### src/rtl/wtb_pkg.sv
package wtb_pkg;
  typedef enum logic [1:0] {
    RD_IDLE  = 2'd0,
    RD_ISSUE = 2'd1,
    RD_WAIT  = 2'd2
  } rd_state_e;
endpackage

### src/rtl/wtb_store.sv
// Circular store queue with a merge search on insert and a newest-match lookup.
// DEPTH must be a power of two so slot pointers wrap naturally.
module wtb_store #(
  parameter int ADDR_W = 8,
  parameter int DATA_W = 16,
  parameter int DEPTH  = 4,
  localparam int PTR_W = (DEPTH > 1) ? $clog2(DEPTH) : 1,
  localparam int CNT_W = $clog2(DEPTH + 1)
) (
  input  logic              clk,
  input  logic              rst_n,
  input  logic              push,
  input  logic [ADDR_W-1:0] push_addr,
  input  logic [DATA_W-1:0] push_data,
  input  logic              pop,
  input  logic [ADDR_W-1:0] look_addr,
  output logic              empty,
  output logic              full,
  output logic [ADDR_W-1:0] head_addr,
  output logic [DATA_W-1:0] head_data,
  output logic              look_hit,
  output logic [DATA_W-1:0] look_data,
  output logic [CNT_W-1:0]  count
);
  logic [ADDR_W-1:0] addr_q [DEPTH];
  logic [DATA_W-1:0] data_q [DEPTH];
  logic [PTR_W-1:0]  head_q;
  logic [CNT_W-1:0]  cnt_q;

  logic [PTR_W-1:0]  slot_of [DEPTH];
  logic              live    [DEPTH];

  // age k = 0 is the oldest entry
  for (genvar k = 0; k < DEPTH; k++) begin : g_age
    assign slot_of[k] = head_q + PTR_W'(k);
    assign live[k]    = (CNT_W'(k) < cnt_q);
  end

  logic              merge_hit;
  logic [PTR_W-1:0]  merge_slot;
  logic [PTR_W-1:0]  tail_slot;

  always_comb begin
    merge_hit  = 1'b0;
    merge_slot = '0;
    for (int k = 1; k < DEPTH; k++) begin
      if (live[k] && addr_q[slot_of[k]] == push_addr) begin
        merge_hit  = 1'b1;
        merge_slot = slot_of[k];
      end
    end
  end

  always_comb begin
    look_hit  = 1'b0;
    look_data = '0;
    for (int k = 0; k < DEPTH; k++) begin
      if (live[k] && addr_q[slot_of[k]] == look_addr) begin
        look_hit  = 1'b1;
        look_data = data_q[slot_of[k]];
      end
    end
  end

  assign tail_slot = head_q + PTR_W'(cnt_q);
  assign empty     = (cnt_q == '0);
  assign full      = (cnt_q == CNT_W'(DEPTH));
  assign head_addr = addr_q[head_q];
  assign head_data = data_q[head_q];
  assign count     = cnt_q;

  logic grow;
  assign grow = push && !merge_hit;

  always_ff @(posedge clk) begin
    if (push) begin
      if (merge_hit) begin
        data_q[merge_slot] <= push_data;
      end else begin
        addr_q[tail_slot] <= push_addr;
        data_q[tail_slot] <= push_data;
      end
    end
  end

  always_ff @(posedge clk) begin
    if (!rst_n) begin
      head_q <= '0;
      cnt_q  <= '0;
    end else begin
      if (pop) head_q <= head_q + PTR_W'(1);
      cnt_q <= cnt_q + CNT_W'(grow) - CNT_W'(pop);
    end
  end
endmodule

### src/rtl/wtb_rd_ctrl.sv
// Read path: forwards from the queue or runs one memory read at a time.
module wtb_rd_ctrl
  import wtb_pkg::*;
#(
  parameter int ADDR_W = 8,
  parameter int DATA_W = 16
) (
  input  logic              clk,
  input  logic              rst_n,
  input  logic              cfg_drain,
  input  logic              rd_valid,
  input  logic [ADDR_W-1:0] rd_addr,
  output logic              rd_ready,
  input  logic              buf_empty,
  input  logic              look_hit,
  input  logic [DATA_W-1:0] look_data,
  input  logic              mem_grant,
  input  logic              mem_rsp_valid,
  input  logic [DATA_W-1:0] mem_rsp_data,
  output logic              rd_issue,
  output logic [ADDR_W-1:0] rd_issue_addr,
  output logic              resp_valid,
  output logic [DATA_W-1:0] resp_data
);
  rd_state_e         state_q;
  logic [ADDR_W-1:0] addr_q;
  logic              rd_fire;
  logic              fwd;

  assign rd_ready      = (state_q == RD_IDLE) && !(cfg_drain && !buf_empty);
  assign rd_fire       = rd_valid && rd_ready;
  assign fwd           = rd_fire && !cfg_drain && look_hit;
  assign rd_issue      = (state_q == RD_ISSUE);
  assign rd_issue_addr = addr_q;

  always_ff @(posedge clk) begin
    if (!rst_n) begin
      state_q    <= RD_IDLE;
      addr_q     <= '0;
      resp_valid <= 1'b0;
      resp_data  <= '0;
    end else begin
      resp_valid <= 1'b0;
      case (state_q)
        RD_IDLE: begin
          if (fwd) begin
            resp_valid <= 1'b1;
            resp_data  <= look_data;
          end else if (rd_fire) begin
            addr_q  <= rd_addr;
            state_q <= RD_ISSUE;
          end
        end
        RD_ISSUE: if (mem_grant) state_q <= RD_WAIT;
        RD_WAIT: begin
          if (mem_rsp_valid) begin
            resp_valid <= 1'b1;
            resp_data  <= mem_rsp_data;
            state_q    <= RD_IDLE;
          end
        end
        default: state_q <= RD_IDLE;
      endcase
    end
  end
endmodule

### src/rtl/wt_write_buffer.sv
module wt_write_buffer #(
  parameter int ADDR_W = 8,
  parameter int DATA_W = 16,
  parameter int DEPTH  = 4
) (
  input  logic              clk,
  input  logic              rst_n,
  input  logic              cfg_drain_mode,
  input  logic              wr_valid,
  output logic              wr_ready,
  input  logic [ADDR_W-1:0] wr_addr,
  input  logic [DATA_W-1:0] wr_data,
  input  logic              rd_valid,
  output logic              rd_ready,
  input  logic [ADDR_W-1:0] rd_addr,
  output logic              rd_resp_valid,
  output logic [DATA_W-1:0] rd_resp_data,
  output logic              mem_req_valid,
  input  logic              mem_req_ready,
  output logic              mem_req_write,
  output logic [ADDR_W-1:0] mem_req_addr,
  output logic [DATA_W-1:0] mem_req_wdata,
  input  logic              mem_rsp_valid,
  input  logic [DATA_W-1:0] mem_rsp_data
);
  localparam int CNT_W = $clog2(DEPTH + 1);

  logic              buf_empty, buf_full, look_hit, push, pop, rd_issue;
  logic [ADDR_W-1:0] head_addr, rd_issue_addr;
  logic [DATA_W-1:0] head_data, look_data;
  logic [CNT_W-1:0]  occupancy;

  assign wr_ready = !buf_full;
  assign push     = wr_valid && wr_ready;

  // a pending read outranks queued stores on the memory port
  assign mem_req_valid = rd_issue || !buf_empty;
  assign mem_req_write = !rd_issue;
  assign mem_req_addr  = rd_issue ? rd_issue_addr : head_addr;
  assign mem_req_wdata = head_data;
  assign pop           = mem_req_valid && mem_req_ready && !rd_issue;

  wtb_store #(.ADDR_W(ADDR_W), .DATA_W(DATA_W), .DEPTH(DEPTH)) u_store (
    .clk       (clk),
    .rst_n     (rst_n),
    .push      (push),
    .push_addr (wr_addr),
    .push_data (wr_data),
    .pop       (pop),
    .look_addr (rd_addr),
    .empty     (buf_empty),
    .full      (buf_full),
    .head_addr (head_addr),
    .head_data (head_data),
    .look_hit  (look_hit),
    .look_data (look_data),
    .count     (occupancy)
  );

  wtb_rd_ctrl #(.ADDR_W(ADDR_W), .DATA_W(DATA_W)) u_rd (
    .clk           (clk),
    .rst_n         (rst_n),
    .cfg_drain     (cfg_drain_mode),
    .rd_valid      (rd_valid),
    .rd_addr       (rd_addr),
    .rd_ready      (rd_ready),
    .buf_empty     (buf_empty),
    .look_hit      (look_hit),
    .look_data     (look_data),
    .mem_grant     (mem_req_ready),
    .mem_rsp_valid (mem_rsp_valid),
    .mem_rsp_data  (mem_rsp_data),
    .rd_issue      (rd_issue),
    .rd_issue_addr (rd_issue_addr),
    .resp_valid    (rd_resp_valid),
    .resp_data     (rd_resp_data)
  );
endmodule

### config.mk
export PLATFORM = sky130hd
export DESIGN_NAME = wt_write_buffer
export DESIGN_NICKNAME = d
export VERILOG_FILES = /design/src/rtl/wtb_pkg.sv /design/src/rtl/wtb_store.sv /design/src/rtl/wtb_rd_ctrl.sv /design/src/rtl/wt_write_buffer.sv
export SDC_FILE = /design/constraint.sdc
export NUM_CORES = 1
export LEC_CHECK = 0
export BUFFER_PORTS_ARGS = -buffer_cell sky130_fd_sc_hd__buf_2
export CAP_MARGIN = 40
export CORE_ASPECT_RATIO = 1.75
export CORE_UTILIZATION = 28
export DETAILED_ROUTE_END_ITERATION = 16
export GPL_ROUTABILITY_DRIVEN = 0
export PLACE_DENSITY = 0.51
export SYNTH_ARGS = -nofsm -noshare
export SYNTH_HDL_FRONTEND = slang
export SYNTH_SLANG_ARGS = --single-unit
export TNS_END_PERCENT = 5
### constraint.sdc
create_clock -name clk -period 4.4 [get_ports clk]
set_clock_uncertainty 0.2 [all_clocks]
set_input_delay 1.1 -clock clk [delete_from_list [all_inputs] [get_ports clk]]
set_output_delay 1.1 -clock clk [all_outputs]
set_load 0.005 [all_outputs]
==> results of run 1 <==
[final cells by class]
cell class | count | area (sq um) | share of cell area [%]
Multi-Input combinational cell | 536 | 4765 | 46.79
Sequential cell | 130 | 3572 | 35.08
Timing Repair Buffer | 124 | 695.7 | 6.832
Tap cell | 387 | 484.2 | 4.755
Clock buffer | 18 | 429.2 | 4.215
Clock inverter | 13 | 185.2 | 1.819
Inverter | 13 | 48.80 | 0.4792
Antenna cell | 1 | 2.502 | 0.02458
[registers in the layout (all words and copies together), names as in the netlist, named ones only]
signal,flops
u_store.data_q,64
u_store.addr_q,32
u_rd.resp_data,16
u_rd.rd_issue_addr,8
u_store.count,3
u_rd.state_q,2
u_store.head_q,2
u_rd.resp_valid,1
[power by group]
part | internal, mW | switching, mW
sequential | 1.63 | 0.255
combinational | 1.09 | 1.25
clock | 0.944 | 0.546
total | 3.67 | 2.05
[metal layers]
metal | GRT usage (%) | part of all wire (%) | wire length [um] | vias up
li1 | - | - | - | 2970
met1 | 17.26 | 38 | 9703 | 3152
met2 | 31.78 | 54 | 13800 | 147
met3 | 2.962 | 2.9 | 752 | 57
met4 | 11.52 | 5.8 | 1501 | 0
met5 | 0 | 0 | 0 | -
[placed cells by master (no fill, tap or decap), types with 12 or more instances in the layout]
| cell type | instances |
|---|---|
| o21ai_0 | 23 |
| a21oi_1 | 26 |
| inv_1 | 12 |
| a31oi_1 | 16 |
| buf_4 | 24 |
| mux2_2 | 27 |
| mux2i_1 | 76 |
| nor2_1 | 25 |
| xnor2_1 | 44 |
| edfxtp_1 | 96 |
| buf_2 | 99 |
| nand2b_1 | 19 |
| dfxtp_1 | 31 |
| nand2_1 | 91 |
| mux4_2 | 53 |
| xor2_1 | 16 |
| clkbuf_16 | 17 |
[stage by stage]
step | hold slack (ps) | total power, mW | instances | setup WS (ps)
finish | 256.9 | 5.721 | 1222 | 730.8
global route | 276.2 | 6.040 | 1222 | 437.5
CTS | 259.7 | 5.795 | 1221 | 708.8
detailed placement | 247.7 | 4.278 | 1190 | 650.1
global placement | 243.3 | 4.277 | 1190 | 688.4
floorplan | 232.2 | 3.485 | 734 | 239.2
[kinds of logic (layout without fill, tap and decap cells)]
| group | count (synthesis) | in the layout | share of synthesized area, % |
|---|---|---|---|
| flops | 130 | 130 | 41.27 |
| compound gates | 108 | 108 | 8.376 |
| mux | 164 | 164 | 28.42 |
| xor+xnor | 60 | 60 | 6.086 |
| buf+inv | 68 | 168 | 4.014 |
| fa+ha+maj | 6 | 6 | 0.9564 |
| simple gates | 198 | 198 | 10.88 |
| other cells | 0 | 1 | 0 |
[final timing paths]
kind / from / end / slack (ps) / depth (start not counted)
max: u_store.head_q[0] / u_store.data_q[1][2] / 730 / 9
min reg2reg: u_rd.rd_issue_addr[5] / u_rd.rd_issue_addr[5] / 260 / 2
max reg2reg: u_store.head_q[0] / u_store.data_q[1][2] / 730 / 9
min: u_rd.rd_issue_addr[5] / u_rd.rd_issue_addr[5] / 260 / 2
[worst max-delay path, delay by kind of cell (launching register included)]
family / cells / cell delay (ps)
muxes: 1 / 650
and+or+nand+nor: 1 / 210
buffers and inverters: 1 / 320
AOI/OAI and AO/OA: 5 / 1100
DFF: 1 / 640
xor gates and xnor gates: 1 / 180
==> metrics.csv, run 1 <==
stage,metric,value,unit
worst_setup_path,Critical Path RT,4300,ps
run,max cap viols,0,
logic_synthesis,post-synth top area share,33.39,%
drt,final WL,25.76,mm
clock_network,"CTS clk-pin slew, worst paths",60,ps
timing,Fmax achieved,0.2725,GHz
global_route,GRT Total Usage,17.11,%
outcome,outcome,"complete, no violations",
global_route,initial antenna violation count,1,
logic_synthesis,Mapped Avg Cell Area,11.76,sq um
logic_synthesis,Synth top cells by count,"edfxtp_1 (96), nand2_1 (91), mux2i_1 (76)",
logic_synthesis,Synth Flop Type,edfxtp_1,
finish,fin util,33.76,%
timing,Least-Margin Pin Slew,801.6,ps
placed_design,placed inst area,9565,sq um
die,Core Area,30160,sq um
finish,filler cell count,2990,
worst_setup_path,endpoint class of the critical path,flop,
worst_setup_path,Startpoint Class,flop,
global_route,largest net degree at the start of global routing,86,
worst_setup_path,worst path cell trace,mux4_2 > xor2_1 > nor3_1 > o211ai_1 > o21ai_0 > o21ai_0 > a21o_1 > a21oi_2 > buf_4,
clock_network,htree depth,4,
logic_synthesis,post-synthesis cell count,734,
worst_hold_path,HP Class,reg -> reg,
global_route,first-pass GRT wire length,38.72,mm
clock_network,latest clock arrival within the worst-skew pair,430,ps
timing,Slew Limit Headroom,46.56,%
clock_network,CTS Buf Count,17,
drt,Detailed Routing Iterations Pass 1,4,
clock_network,cts repair resizes,0,
power,leakage,3.473,nW
finish,Final #Nets,883,
drt,vias per inst,5.177,
clock_network,CTS tree,done,
die,starting density of the core,28.63,%
worst_setup_path,most frequent CP cell,o21ai_0,
logic_synthesis,Post-synth EDFFs,96,
timing,max-slew violations,0,
logic_synthesis,"Seq/Total Area, Yosys",41.27,%
worst_setup_path,slowest CP cell,mux4_2,
global_route,vias in the first global route,6512,
die,chip width,134.7,um
clock_network,CTS Sinks,130,
finish,synthesis-to-finish area growth,17.93,%
drt,via count,6326,
timing,Final min period,3669,ps
clock_network,CTS Buffer Depth,2,
logic_synthesis,"FFs w/ async S/R, synth",0,%
finish,share of layout cells above drive strength 1,30.10,%
die,row count,84,
finish,Finished Cell Area,10180,sq um
global_route,total congestion overflow,0,
timing,Setup Total Neg Slack,0,ps
die,Top Ports,100,
die,die height,234.3,um
timing,RSZ-0062 raised after global routing,no,
drt,DR DRC count,0,
logic_synthesis,top post-synthesis cells by area,"edfxtp_1 (33%), mux4_2 (14%), mux2i_1 (8.8%)",
logic_synthesis,cell accounting for the most synthesized area,edfxtp_1,
drt,initial DRC count,388,
worst_setup_path,"Largest stage delay, worst path",650,ps
power,P per Cell Area,561.8,nW/um^2
drt,Post-DRT Antenna Nets,0,
logic_synthesis,yosys warns,0,
logic_synthesis,synth unique cells,57,
logic_synthesis,most frequent cell after synthesis,edfxtp_1,
logic_synthesis,Mapped Area,8635,sq um
worst_setup_path,CP Class,reg -> reg,
worst_setup_path,critical-path maximum fanout,31,
timing,period utilization,83.39,%
placed_design,Post-DP HPWL,18.82,mm
logic_synthesis,Synthesized Nets,795,
worst_setup_path,crit path DAT,3570,ps
clock_network,root buffer selected by CTS,clkbuf_16,
die,die area,31570,sq um
logic_synthesis,"FF+latch count, synth",130,
timing,final setup vio count,0,
power,worst vdd ir,305.8,uV
placed_design,port bufs,99,
clock_network,hold buffers post-CTS,0,
clock_network,number of post-CTS setup repair buffers,0,
drt,Wirelength per Cell,21.08,um
timing,Final Hold Fails,0,
Note: power is estimated with default switching activity, not from simulation.
==> run 2, diff against run 1 <==
--- a/config.mk
+++ b/config.mk
@@ -11,7 +11,7 @@
 export CORE_UTILIZATION = 28
 export DETAILED_ROUTE_END_ITERATION = 16
 export GPL_ROUTABILITY_DRIVEN = 0
-export PLACE_DENSITY = 0.51
+export PLACE_DENSITY = 0.49
 export SYNTH_ARGS = -nofsm -noshare
 export SYNTH_HDL_FRONTEND = slang
 export SYNTH_SLANG_ARGS = --single-unit
==> constraint.sdc (replaced) <==
create_clock -name clk -period 3.4 [get_ports clk]
set_clock_uncertainty 0.2 [all_clocks]
set_input_delay 0.85 -clock clk [delete_from_list [all_inputs] [get_ports clk]]
set_output_delay 0.85 -clock clk [all_outputs]
set_load 0.005 [all_outputs]
==> metrics.csv, run 2 (same netlist as run 1, synthesis figures left out) <==
stage,metric,value,unit,change
clock_network,CTS tree,done,,unchanged
worst_setup_path,r2r setup slk,20,ps,was 730 ps
clock_network,latest clock arrival within the worst-skew pair,440,ps,was 430 ps
timing,Least-Margin Pin Slew,868.5,ps,was 801.6 ps
global_route,total congestion overflow,0,,unchanged
finish,Finished Cell Area,10890,sq um,"was 10,180 sq um"
finish,most frequent cells in the layout,"buf_2 (99), edfxtp_1 (96), nand2_1 (91)",,unchanged
drt,Detailed Routing Iterations Pass 1,5,,was 4
finish,Non-Filler Instances,1280,,"was 1,222"
timing,final setup vio count,0,,unchanged
worst_setup_path,critical-path maximum fanout,8,,was 31
placed_design,port bufs,99,,unchanged
global_route,GRT Total Usage,17.97,%,was 17.11%
worst_setup_path,crit path DAT,3340,ps,was 3570 ps
worst_hold_path,min-delay src,u_rd.rd_issue_addr[5],,unchanged
worst_setup_path,worst path cell trace,buf_4 > mux4_2 > xor2_1 > nor3_2 > o211ai_1 > buf_4 > o21bai_4 > a211o_1 > o311ai_4 > nor3_4 > buf_6 > clkbuf_16,,was mux4_2 > xor2_1 > nor3_1 > o211ai_1 > o21ai_0 > o21ai_0 > a21o_1 > a21oi_2 > buf_4
clock_network,CTS Sinks,130,,unchanged
outcome,outcome,"complete, no violations",,unchanged
timing,Slew Limit Headroom,42.10,%,was 46.56%
clock_network,CTS Buffer Depth,2,,unchanged
clock_network,"CTS clk-pin slew, worst paths",60,ps,about the same
global_route,first-pass GRT wire length,40.70,mm,was 38.72 mm
clock_network,htree depth,4,,unchanged
worst_setup_path,Startpoint Class,flop,,unchanged
worst_hold_path,worst hold path endpoint,u_rd.rd_issue_addr[5],,unchanged
finish,share of layout cells above drive strength 1,35.76,%,was 30.10%
run,max cap viols,0,,unchanged
timing,max-slew violations,0,,unchanged
timing,Final min period,3385,ps,was 3669 ps
worst_setup_path,CP top delay family,compound AO/OA/AOI/OAI gates,,unchanged
finish,max FFs per register,64,,unchanged
power,leakage,3.857,nW,was 3.473 nW
drt,Wirelength per Cell,21.25,um,was 21.08 um
placed_design,dpl cells,1242,,"was 1,190"
global_route,largest net degree at the start of global routing,86,,unchanged
placed_design,Post-DP HPWL,20.52,mm,was 18.82 mm
global_route,vias in the first global route,6731,,"was 6,512"
drt,final WL,27.19,mm,was 25.76 mm
drt,DR DRC count,0,,unchanged
drt,Post-DRT Antenna Nets,0,,unchanged
finish,top flop regs,"u_store.data_q x64, u_store.addr_q x32, u_rd.resp_data x16",,unchanged
die,die area,31570,sq um,unchanged
worst_setup_path,Worst R2R End,u_store.data_q[3][3],,was u_store.data_q[1][2]
timing,RSZ-0062 raised after global routing,yes,,was no
worst_setup_path,CP Class,reg -> reg,,unchanged
worst_setup_path,"Largest stage delay, worst path",520,ps,was 650 ps
die,Core Area,30160,sq um,unchanged
placed_design,placed inst area,10080,sq um,was 9565 sq um
clock_network,CTS Buf Count,17,,unchanged
power,total power,8.005,mW,was 5.721 mW
worst_setup_path,Worst Reg2Reg Path Length in Cells,12,,was 9
die,Top Ports,100,,unchanged
die,die height,234.3,um,unchanged
worst_hold_path,worst hold path depth,2,,unchanged
finish,"commonest non-fill, non-tap cell in the layout",buf_2,,unchanged
finish,synthesis-to-finish area growth,26.16,%,was 17.93%
die,chip width,134.7,um,unchanged
power,worst vdd ir,394.6,uV,was 305.8 uV
finish,Final #Nets,940,,was 883
worst_setup_path,most frequent CP cell,buf_4,,was o21ai_0
timing,Fmax achieved,0.2955,GHz,was 0.2725 GHz
worst_setup_path,buffer and inverter count on the worst path,4,,was 1
worst_setup_path,reg2reg start,u_store.head_q[0],,unchanged
finish,filler cell count,2999,,"was 2,990"
timing,period utilization,99.55,%,was 83.39%
power,P per Cell Area,734.8,nW/um^2,was 561.8 nW/um^2
worst_setup_path,endpoint class of the critical path,flop,,unchanged
finish,most flop-heavy register,u_store.data_q,,unchanged
die,starting density of the core,28.63,%,unchanged
drt,initial DRC count,296,,was 388
worst_setup_path,slowest CP cell,mux4_2,,unchanged
worst_setup_path,Critical Path RT,3360,ps,was 4300 ps
drt,vias per inst,5.105,,was 5.177
die,row count,84,,unchanged
finish,fin util,36.11,%,was 33.76%
clock_network,root buffer selected by CTS,clkbuf_16,,unchanged
timing,Final Hold Fails,0,,unchanged
drt,via count,6535,,"was 6,326"
worst_hold_path,HP Class,reg -> reg,,unchanged
global_route,initial antenna violation count,1,,unchanged
## run 2: cell types whose count changed in the layout (fill, tap and decap cells not counted), sizes merged
cell and change:
clkinvlp -3, buf +56, bufinv +2, clkbuf +3
## run 2: where the power goes
part           total, mW  switching, mW  internal [mW]  leakage, nW
clock network       2.11          0.714           1.40        0.325
registers           2.38          0.271           2.11         1.16
logic               3.51           1.80           1.71         2.37
total               8.00           2.79           5.22         3.86
## run 2: repair_timing
action	4_1_cts	5_1_grt
cloned	0	1
pin swaps	0	4
setup buffers	0	4
hold buffers	0	0
resized for setup	6	13
setup endpoints to repair	69	113
endpoints found under the hold margin	0	0
## run 2: worst register-to-register path, stage by stage (launching register included)
cell       delay, ps
dfxtp_4          410
buf_4            150
mux4_2           520
xor2_1           170
nor3_2           220
o211ai_1         220
buf_4            210
o21bai_4         120
a211o_1          200
o311ai_4         160
nor3_4           210
buf_6            150
clkbuf_16        170
## run 2: area by class of cell
| type | count | area, sq um | share of cell area [%] |
|---|---|---|---|
| diodes | 1 | 2.502 | 0.02297 |
| clock buffers | 20 | 446.7 | 4.101 |
| clock inverters | 12 | 227.7 | 2.091 |
| inverters | 13 | 48.80 | 0.4480 |
| multi-input cells | 536 | 4871 | 44.72 |
| flip-flops and latches | 130 | 3572 | 32.79 |
| well taps | 387 | 484.2 | 4.445 |
| repair buffers | 181 | 1240 | 11.38 |
## run 2: per-stage QoR
| step | worst slack [ps] | hold WS (ps) | setup TNS (ps) |
|---|---|---|---|
| CTS | 5.933 | 257.5 | 0 |
| global placement | -68.00 | 244.4 | -2261 |
| floorplan | -11.56 | 232.2 | -184.9 |
| detailed placement | -97.59 | 249.5 | -3961 |
| finish | 15.37 | 255.3 | 0 |
| global route | -109.6 | 273.0 | -3425 |
## run 2: how the worst max path moves through the flow
| stage | from | to | depth (start not counted) |
|---|---|---|---|
| floorplan | u_store.head_q[0] | u_store.data_q[3][0] | 9 |
| global placement | u_store.head_q[0] | u_store.data_q[2][10] | 11 |
| detailed placement | u_store.head_q[0] | u_store.data_q[3][12] | 11 |
| CTS | u_store.head_q[0] | u_store.data_q[3][8] | 11 |
| global route | u_store.head_q[0] | u_store.count[2] | 13 |
| finish | u_store.head_q[0] | u_store.data_q[3][3] | 12 |
## run 2: layer usage
metal,vias to the layer above,part of all wire (%),GRT usage (%)
met3,48,2.6,2.183
met5,-,0,0
li1,3098,-,-
met2,146,57,35.36
met1,3243,36,17.94
met4,0,3.8,9.796
==> run 3, diff against run 2 <==
--- a/config.mk
+++ b/config.mk
@@ -12,6 +12,7 @@
 export DETAILED_ROUTE_END_ITERATION = 16
 export GPL_ROUTABILITY_DRIVEN = 0
 export PLACE_DENSITY = 0.49
+export RECOVER_POWER = 100
 export SYNTH_ARGS = -nofsm -noshare
 export SYNTH_HDL_FRONTEND = slang
 export SYNTH_SLANG_ARGS = --single-unit
==> metrics.csv, run 3 (same netlist as run 1, synthesis figures left out) <==
stage,metric,value,unit,change
drt,Wirelength per Cell,21.23,um,was 21.25 um
worst_setup_path,Critical Path RT,3360,ps,about the same
worst_setup_path,critical-path maximum fanout,8,,unchanged
timing,RSZ-0062 raised after global routing,yes,,unchanged
finish,fin util,36.02,%,was 36.11%
timing,Slew Limit Headroom,42.25,%,was 42.10%
finish,most flop-heavy register,u_store.data_q,,unchanged
finish,"commonest non-fill, non-tap cell in the layout",edfxtp_1,,was buf_2
placed_design,port bufs,99,,unchanged
run,max cap viols,0,,unchanged
worst_setup_path,CP Class,reg -> reg,,unchanged
global_route,GRT Total Usage,17.97,%,unchanged
clock_network,CTS tree,done,,unchanged
global_route,initial antenna violation count,0,,was 1
die,chip width,134.7,um,unchanged
power,fraction of power spent switching nets,34.84,%,was 34.83%
finish,most frequent cells in the layout,"edfxtp_1 (96), nand2_1 (91), buf_2 (79)",,"was buf_2 (99), edfxtp_1 (96), nand2_1 (91)"
power,P per Cell Area,736.4,nW/um^2,was 734.8 nW/um^2
clock_network,"CTS clk-pin slew, worst paths",60,ps,about the same
drt,Post-DRT Antenna Nets,0,,unchanged
timing,Final min period,3387,ps,was 3385 ps
finish,top flop regs,"u_store.data_q x64, u_store.addr_q x32, u_rd.resp_data x16",,unchanged
clock_network,CTS Sinks,130,,unchanged
power,Clk pwr share,26.4,%,about the same
finish,Finished Cell Area,10860,sq um,"was 10,890 sq um"
placed_design,placed inst area,10080,sq um,unchanged
timing,max-slew violations,0,,unchanged
power,leakage,3.798,nW,was 3.857 nW
global_route,first-pass GRT wire length,40.70,mm,unchanged
die,die area,31570,sq um,unchanged
power,Comb pwr share,43.8,%,about the same
drt,via count,6525,,"was 6,535"
die,row count,84,,unchanged
finish,max FFs per register,64,,unchanged
timing,Fmax achieved,0.2952,GHz,was 0.2955 GHz
die,starting density of the core,28.63,%,unchanged
placed_design,dpl ws,-97.59,ps,unchanged
clock_network,CTS Buf Count,17,,unchanged
drt,final WL,27.18,mm,was 27.19 mm
die,Core Area,30160,sq um,unchanged
clock_network,latest clock arrival within the worst-skew pair,440,ps,about the same
drt,initial DRC count,300,,was 296
worst_setup_path,Startpoint Class,flop,,unchanged
power,Internal Pwr Total,5.213,mW,was 5.217 mW
global_route,largest net degree at the start of global routing,86,,unchanged
die,die height,234.3,um,unchanged
drt,DR DRC count,0,,unchanged
clock_network,htree depth,4,,unchanged
power,worst vdd ir,394.4,uV,was 394.6 uV
worst_hold_path,HP Class,reg -> reg,,unchanged
finish,Final #Nets,940,,unchanged
clock_network,root buffer selected by CTS,clkbuf_16,,unchanged
power,Net Sw Power,2.787,mW,was 2.788 mW
global_route,total congestion overflow,0,,unchanged
drt,Detailed Routing Iterations Pass 1,5,,unchanged
power,Seq pwr share,29.8,%,about the same
timing,final setup vio count,0,,unchanged
placed_design,dpl cells,1242,,unchanged
global_route,vias in the first global route,6731,,unchanged
drt,vias per inst,5.098,,was 5.105
timing,period utilization,99.62,%,was 99.55%
clock_network,hold buffers post-CTS,0,,unchanged
worst_setup_path,crit path DAT,3340,ps,about the same
clock_network,CTS Buffer Depth,2,,unchanged
finish,synthesis-to-finish area growth,25.82,%,was 26.16%
worst_setup_path,endpoint class of the critical path,flop,,unchanged
placed_design,Post-DP HPWL,20.52,mm,unchanged
timing,Least-Margin Pin Slew,866.3,ps,was 868.5 ps
finish,Non-Filler Instances,1280,,unchanged
finish,share of layout cells above drive strength 1,33.41,%,was 35.76%
timing,Final Hold Fails,0,,unchanged
timing,worst setup margin,12.89,ps,was 15.37 ps
die,Top Ports,100,,unchanged
outcome,outcome,"complete, no violations",,unchanged
==> run 3: what timing repair did <==
action,CTS,global route
pin swaps,0,4
endpoints found under the hold margin,0,0
setup endpoints to repair,69,113
cloned,0,1
gates resized for setup,6,13
setup buffers,0,4
==> run 3: path summary, 6_finish.rpt <==
check                             start                     to  slack [ps]  depth (start not counted)
setup / recovery      u_store.head_q[0]   u_store.data_q[3][3]          10                         12
hold / removal    u_rd.rd_issue_addr[5]  u_rd.rd_issue_addr[5]         260                          2
setup reg to reg      u_store.head_q[0]   u_store.data_q[3][3]          10                         12
hold reg to reg   u_rd.rd_issue_addr[5]  u_rd.rd_issue_addr[5]         260                          2
==> run 3: worst max-delay path: stages (launching register included) <==
cell       delay [ps]
dfxtp_4           410
buf_4             150
mux4_2            520
xor2_1            170
nor3_2            220
o211ai_1          220
buf_4             210
o21bai_4          120
a211o_1           200
o311ai_4          160
nor3_4            210
buf_6             150
clkbuf_16         170
==> run 3: routing by layer <==
metal	global-route usage, %	share of wire [%]	vias up
met4	9.796	3.8	0
met2	35.36	58	137
met3	2.183	2.5	46
met5	0	0	-
li1	-	-	3094
met1	17.94	36	3248
==> run 3: layout make-up <==
class | instances | area [sq um]
Inverter | 13 | 48.80
Sequential cell | 130 | 3572
Fill cell | 3006 | 19300
Timing Repair Buffer | 181 | 1211
Multi-Input combinational cell | 536 | 4871
Antenna cell | 1 | 2.502
Clock inverter | 12 | 227.7
Clock buffer | 20 | 446.7
Tap cell | 387 | 484.2
==> run 3: stage by stage <==
step | hold WS [ps] | setup TNS [ps] | total power [mW]
6_report | 255.3 | 0 | 8.000
5_1_grt | 273.0 | -3769 | 8.434
4_1_cts | 257.5 | 0 | 8.014
3_5_place_dp | 249.5 | -3961 | 5.855
3_3_place_gp | 244.4 | -2261 | 5.840
2_1_floorplan | 232.2 | -184.9 | 4.558
==> run 3: power groups by stage <==
stage	Clock (mW)	Combinational (mW)	Sequential [mW]
after floorplan	0	2.28	2.28
after global placement	0	3.44	2.40
after detailed placement	0	3.44	2.41
after CTS	2.15	3.48	2.38
after global routing	2.21	3.81	2.42
final	2.11	3.51	2.38
